$ cat src/rtl/irqm_pkg.sv
package irqm_pkg;
  localparam int CAUSE_BASE  = 'h00;
  localparam int MASK_BASE   = 'h20;
  localparam int DOORBELL    = 'h30;
  localparam int WORD_STRIDE = 4;
endpackage

$ cat src/rtl/irqm_busdec.sv
module irqm_busdec import irqm_pkg::*; #(
  parameter int NUM_SRC   = 64,
  parameter int NUM_WIRED = 21,
  parameter int DATA_W    = 32,
  parameter int ADDR_W    = 8,
  localparam int NUM_WORDS = NUM_SRC / DATA_W,
  localparam int NUM_DB    = NUM_SRC - NUM_WIRED
) (
  input  logic              wr_en,
  input  logic [ADDR_W-1:0] addr,
  input  logic [DATA_W-1:0] wdata,
  output logic [NUM_SRC-1:0]   ack,
  output logic [NUM_DB-1:0]    db_set,
  output logic [NUM_WORDS-1:0] mask_we
);
  logic db_hit;
  assign db_hit = wr_en && (addr == ADDR_W'(DOORBELL));

  for (genvar w = 0; w < NUM_WORDS; w++) begin : g_word
    logic cause_hit;
    assign cause_hit = wr_en && (addr == ADDR_W'(CAUSE_BASE + w * WORD_STRIDE));
    assign ack[w*DATA_W +: DATA_W] = cause_hit ? wdata : '0;
    assign mask_we[w] = wr_en && (addr == ADDR_W'(MASK_BASE + w * WORD_STRIDE));
  end

  // full-width compare: any number outside the doorbell range matches nothing
  for (genvar d = 0; d < NUM_DB; d++) begin : g_db
    assign db_set[d] = db_hit && (wdata == DATA_W'(d + NUM_WIRED));
  end
endmodule

$ cat src/rtl/irqm_cause.sv
module irqm_cause #(
  parameter int NUM_SRC   = 64,
  parameter int NUM_WIRED = 21,
  localparam int NUM_DB   = NUM_SRC - NUM_WIRED
) (
  input  logic                 clk,
  input  logic                 rst_n,
  input  logic [NUM_WIRED-1:0] wired,
  input  logic [NUM_DB-1:0]    db_set,
  input  logic [NUM_SRC-1:0]   ack,
  output logic [NUM_SRC-1:0]   cause_q
);
  logic [NUM_SRC-1:0] set_w;

  for (genvar i = 0; i < NUM_SRC; i++) begin : g_src
    if (i < NUM_WIRED) begin : g_wired
      assign set_w[i] = wired[i];
    end else begin : g_msg
      assign set_w[i] = db_set[i-NUM_WIRED];
    end

    // an acknowledge with no set present clears the bit
    p_ack_clears_r6: assert property (@(posedge clk) disable iff (!rst_n)
      (ack[i] && !set_w[i]) |=> !cause_q[i]);
    // a set always lands, even against an acknowledge
    p_set_wins_r4: assert property (@(posedge clk) disable iff (!rst_n)
      set_w[i] |=> cause_q[i]);
    p_hold_r6: assert property (@(posedge clk) disable iff (!rst_n)
      (!ack[i] && !set_w[i]) |=> $stable(cause_q[i]));
  end

  always_ff @(posedge clk) begin
    if (!rst_n) cause_q <= '0;
    else        cause_q <= (cause_q & ~ack) | set_w;
  end
endmodule

$ cat src/rtl/irqm_mask.sv
module irqm_mask #(
  parameter int DATA_W    = 32,
  parameter int NUM_WORDS = 2
) (
  input  logic                        clk,
  input  logic                        rst_n,
  input  logic [NUM_WORDS-1:0]        we,
  input  logic [DATA_W-1:0]           wdata,
  output logic [NUM_WORDS*DATA_W-1:0] mask_q
);
  for (genvar w = 0; w < NUM_WORDS; w++) begin : g_word
    always_ff @(posedge clk) begin
      if (!rst_n)     mask_q[w*DATA_W +: DATA_W] <= '1;
      else if (we[w]) mask_q[w*DATA_W +: DATA_W] <= wdata;
    end
  end

  p_mask_hold_r7: assert property (@(posedge clk) disable iff (!rst_n)
    (we == '0) |=> $stable(mask_q));
endmodule

$ cat src/rtl/irq_merge_top.sv
module irq_merge_top import irqm_pkg::*; #(
  parameter int NUM_SRC   = 64,
  parameter int NUM_WIRED = 21,
  parameter int DATA_W    = 32,
  parameter int ADDR_W    = 8
) (
  input  logic                 clk,
  input  logic                 rst_n,
  input  logic [NUM_WIRED-1:0] wired_irq,
  input  logic                 bus_wr,
  input  logic                 bus_rd,
  input  logic [ADDR_W-1:0]    bus_addr,
  input  logic [DATA_W-1:0]    bus_wdata,
  output logic [DATA_W-1:0]    bus_rdata,
  output logic                 irq_out
);
  localparam int NUM_WORDS = NUM_SRC / DATA_W;
  localparam int NUM_DB    = NUM_SRC - NUM_WIRED;

  logic [NUM_SRC-1:0]   ack;
  logic [NUM_DB-1:0]    db_set;
  logic [NUM_WORDS-1:0] mask_we;
  logic [NUM_SRC-1:0]   cause_q;
  logic [NUM_SRC-1:0]   mask_q;
  logic [DATA_W-1:0]    rd_mux;
  logic                 addr_hit;

  irqm_busdec #(.NUM_SRC(NUM_SRC), .NUM_WIRED(NUM_WIRED), .DATA_W(DATA_W),
                .ADDR_W(ADDR_W)) u_dec (
    .wr_en(bus_wr), .addr(bus_addr), .wdata(bus_wdata),
    .ack(ack), .db_set(db_set), .mask_we(mask_we));

  irqm_cause #(.NUM_SRC(NUM_SRC), .NUM_WIRED(NUM_WIRED)) u_cause (
    .clk(clk), .rst_n(rst_n), .wired(wired_irq), .db_set(db_set),
    .ack(ack), .cause_q(cause_q));

  irqm_mask #(.DATA_W(DATA_W), .NUM_WORDS(NUM_WORDS)) u_mask (
    .clk(clk), .rst_n(rst_n), .we(mask_we), .wdata(bus_wdata),
    .mask_q(mask_q));

  always_comb begin
    rd_mux   = '0;
    addr_hit = 1'b0;
    for (int w = 0; w < NUM_WORDS; w++) begin
      if (bus_addr == ADDR_W'(CAUSE_BASE + w * WORD_STRIDE)) begin
        rd_mux   = cause_q[w*DATA_W +: DATA_W];
        addr_hit = 1'b1;
      end
      if (bus_addr == ADDR_W'(MASK_BASE + w * WORD_STRIDE)) begin
        rd_mux   = mask_q[w*DATA_W +: DATA_W];
        addr_hit = 1'b1;
      end
    end
  end

  always_ff @(posedge clk) begin
    if (!rst_n) begin
      bus_rdata <= '0;
      irq_out   <= 1'b0;
    end else begin
      bus_rdata <= bus_rd ? rd_mux : '0;
      irq_out   <= |(cause_q & ~mask_q);
    end
  end

  p_db_onehot_r4: assert property (@(posedge clk) disable iff (!rst_n)
    $onehot0(db_set));
  p_rd_unmapped_r9: assert property (@(posedge clk) disable iff (!rst_n)
    (bus_rd && !addr_hit) |=> (bus_rdata == '0));
  p_irq_rise_r8: assert property (@(posedge clk) disable iff (!rst_n)
    $rose(irq_out) |-> $past(|cause_q));
  p_irq_quiet_r8: assert property (@(posedge clk) disable iff (!rst_n)
    (cause_q == '0) |=> !irq_out);
endmodule

$ cat config.mk
export PLATFORM = sky130hd
export DESIGN_NAME = irq_merge_top
export DESIGN_NICKNAME = d
export VERILOG_FILES = /design/src/rtl/irqm_pkg.sv /design/src/rtl/irqm_busdec.sv /design/src/rtl/irqm_cause.sv /design/src/rtl/irqm_mask.sv /design/src/rtl/irq_merge_top.sv
export SDC_FILE = /design/constraint.sdc
export NUM_CORES = 1
export LEC_CHECK = 0
export ABC_CLOCK_PERIOD_IN_PS = 6200
export BUFFER_PORTS_ARGS = -buffer_cell sky130_fd_sc_hd__buf_2
export CAP_MARGIN = 10
export CORE_AREA = 2 2 170 172
export DETAILED_ROUTE_END_ITERATION = 8
export DIE_AREA = 0 0 172 174
export PLACE_DENSITY = 0.46
export SYNTH_ARGS = -nofsm -noshare
export SYNTH_HDL_FRONTEND = slang
export SYNTH_SLANG_ARGS = --single-unit
$ cat constraint.sdc
create_clock -name clk -period 6.2 [get_ports clk]
set_input_delay 1.24 -clock clk [delete_from_list [all_inputs] [get_ports clk]]
set_output_delay 1.24 -clock clk [all_outputs]
set_load 0.005 [all_outputs]
==> impl_metrics.csv <==
group,metric,value,unit
floorplan,io_pins,98,
logic_synthesis,ys_ff_latch,161,
layout,antennaDiodeCount,0,
clocking,cts_post_setup_buffers_inserted,0,
detailed_routing,wl,25900,microns
detailed_routing,first_pass_iters,5,
sta,hold_viol_final,0,
setup_path,cp-start-kind,"input pin",
clocking,clk_latency,0.43,ns
layout,fill_cells,3101,
layout,fin_area,8360,sq um
sta,setup_violations,0,
detailed_routing,wl_per_cell,19.2,microns
clocking,cts_num_sinks,161,
detailed_routing,via_count,6475,
logic_synthesis,syn-num-nets,953,
grt,grt_pass1_vias,6204,
sta,period_share,0.582,
grt,grt_antenna_before_repair,0,
floorplan,row_count,62,
logic_synthesis,avgSynthCellArea,7.83,sq um
setup_path,required,6.46,ns
floorplan,die_x,172,microns
setup_path,path_max_fanout,24,
floorplan,die_y,174,microns
grt,grt_pass1_wl,39100,microns
setup_path,endpoint_kind,"flop",
power,ir_worst_vdd,0.151,mV
sta,fin_skew,0.0136,ns
sta,fin_crit,3.61,ns
layout,final_layout_size_suffix_gt1_frac,0.145,
sta,rsz0062_at_grt,"false",
layout,fin_cells,1349,
sta,max_freq,277,MHz
layout,nets,1019,
placed_design,numPortBuffers,97,
placed_design,gp_congestion,0.839,
detailed_routing,ant_nets,0,
logic_synthesis,yosysSeqAreaShare,0.463,
sta,finalSetupTns,0,ns
clocking,cts_buffers,17,
grt,grt_usage,0.176,
grt,grt_overflow,0,
logic_synthesis,synth_cells,888,
status,status,"finished clean",
clocking,cts_tree,"done",
detailed_routing,drt_iter0_drc,623,
clocking,htreeDepth,4,
floorplan,core-area,28200,sq um
clocking,cts_resized,0,
clocking,cts_buffer_depth,2,
placed_design,placed_cells,1319,
detailed_routing,vias_per_cell,4.80,
layout,area_growth,20.2,%
setup_path,worstSetupPathType,"input pin to flop",
detailed_routing,drc_errors,0,
sta,worst_slew_pin_slew,1.24,ns
sta,fin_hold_ws,0.485,ns
clocking,cts-hold-fix-buffers,0,
layout,final_util,0.296,
clocking,clkSlewWorstSetupHoldPaths,0.06,ns
logic_synthesis,yosys_warnings,0,
setup_path,cp.arrival,3.87,ns
placed_design,post-dp-hpwl,17600,microns
run,max-cap-violations,0,
logic_synthesis,syn-cell-area,6950,sq um
power,p_leak,3.52,nW
clocking,root_buffer,"clkbuf_16",
grt,grt_max_degree,98,
power,powerDensity,273,nW/um^2
floorplan,dieArea,29900,sq um
placed_design,placed_cell_area,7750,sq um
sta,maxSlewHeadroom,0.175,
sta,final_max_slew_viol_count,0,
worst_hold_path,hold_class,"flop to flop",
floorplan,start_util,0.246,
logic_synthesis,ys_types,37,
[placed cells by master (no fill, tap or decap), drive strengths merged, types with 30 or more instances in the layout]
cell and n:
nand3 67, inv 80, dfxtp 161, o22ai 37, a21o 32, nor2 51, mux2i 30, nand2 172
buf 104, o21ai 82
[report_power, final]
part	switching, mW	total, mW	internal [mW]
Sequential	0.0101	1.06	1.05
Combinational	0.0861	0.129	0.0425
Clock	0.432	1.09	0.661
[sequential cells by signal (all words and copies together) (netlist names)]
signal,flops
u_cause.cause_q,64
u_mask.mask_q,64
bus_rdata,32
irq_out,1
[worst max-delay path, cell delays in order]
cell and delay (ns):
buf_2 0.10, or4_1 0.55, or4_1 0.78, or2_1 0.81
nand2_1 0.26, o211ai_2 0.10
[cell type report]
type / instances / area, sq um / area share
Sequential cell: 161 / 3220 / 0.386
Inverter: 80 / 300 / 0.0359
Clock buffer: 21 / 470 / 0.0563
Timing Repair Buffer: 104 / 541 / 0.0647
Tap cell: 384 / 480 / 0.0575
Clock inverter: 9 / 133 / 0.0159
Multi-Input combinational cell: 590 / 3210 / 0.384
[metrics by stage]
stage               setup WS, ns  total power, mW
detailed placement          2.13             1.21
CTS                         2.58             2.31
floorplan                   3.14             1.14
finish                      2.59             2.28
global route                2.38             2.36
global placement            2.16             1.21
[kinds of logic after synthesis]
family,synth area share
and+or+nand+nor,0.207
AOI/OAI and AO/OA,0.205
DFF,0.463
buffers and inverters,0.0777
muxes,0.0464
[per-layer routing]
| layer | up-vias | part of all wire | global-route usage |
|---|---|---|---|
| met5 | - | 0 | 0 |
| met4 | 0 | 0.012 | 0.0413 |
| met3 | 20 | 0.048 | 0.0337 |
| met2 | 186 | 0.48 | 0.287 |
| met1 | 3090 | 0.46 | 0.240 |
| li1 | 3179 | - | - |
[path summary, 6_finish.rpt]
| check | start | endpoint | slack [ns] | cells after the start |
|---|---|---|---|---|
| worst min-delay path | u_mask.mask_q[21]$_SDFFE_PN1P_ | u_mask.mask_q[21]$_SDFFE_PN1P_ | 0.48 | 2 |
| worst max-delay path | bus_addr[7] | u_mask.mask_q[5]$_SDFFE_PN1P_ | 2.59 | 6 |
| worst max register to register | u_mask.mask_q[24]$_SDFFE_PN1P_ | irq_out$_SDFF_PN0_ | 4.15 | 5 |
| worst min register to register | u_mask.mask_q[21]$_SDFFE_PN1P_ | u_mask.mask_q[21]$_SDFFE_PN1P_ | 0.48 | 2 |
[cells in the mapped netlist (all sizes together)]
cell | number | share of area
nand2 | 172 | 0.093
dfxtp | 161 | 0.46
o21ai | 82 | 0.059
inv | 80 | 0.043
nand3 | 67 | 0.048
nor2 | 51 | 0.028
clkbuf | 43 | 0.023
o22ai | 37 | 0.033
a21o | 32 | 0.035
mux2i | 30 | 0.043
a31oi | 21 | 0.019
o211ai | 15 | 0.017
o22a | 15 | 0.019
a21oi | 14 | 0.010
buf | 14 | 0.011
nor4 | 12 | 0.011
nand2b | 8 | 0.0072
a221oi | 6 | 0.0076
nand4 | 5 | 0.0045
nor2b | 5 | 0.0045
a2111oi | 2 | 0.0025
and4 | 2 | 0.0025
mux2 | 2 | 0.0032
nor3 | 2 | 0.0014
o2111ai | 2 | 0.0025
or4 | 2 | 0.0022
and3 | 1 | 0.00090
nand3b | 1 | 0.0011
nor3b | 1 | 0.0011
nor4b | 1 | 0.0013
o31a | 1 | 0.0013
or2 | 1 | 0.00090
(Power assumes the default switching activity.)
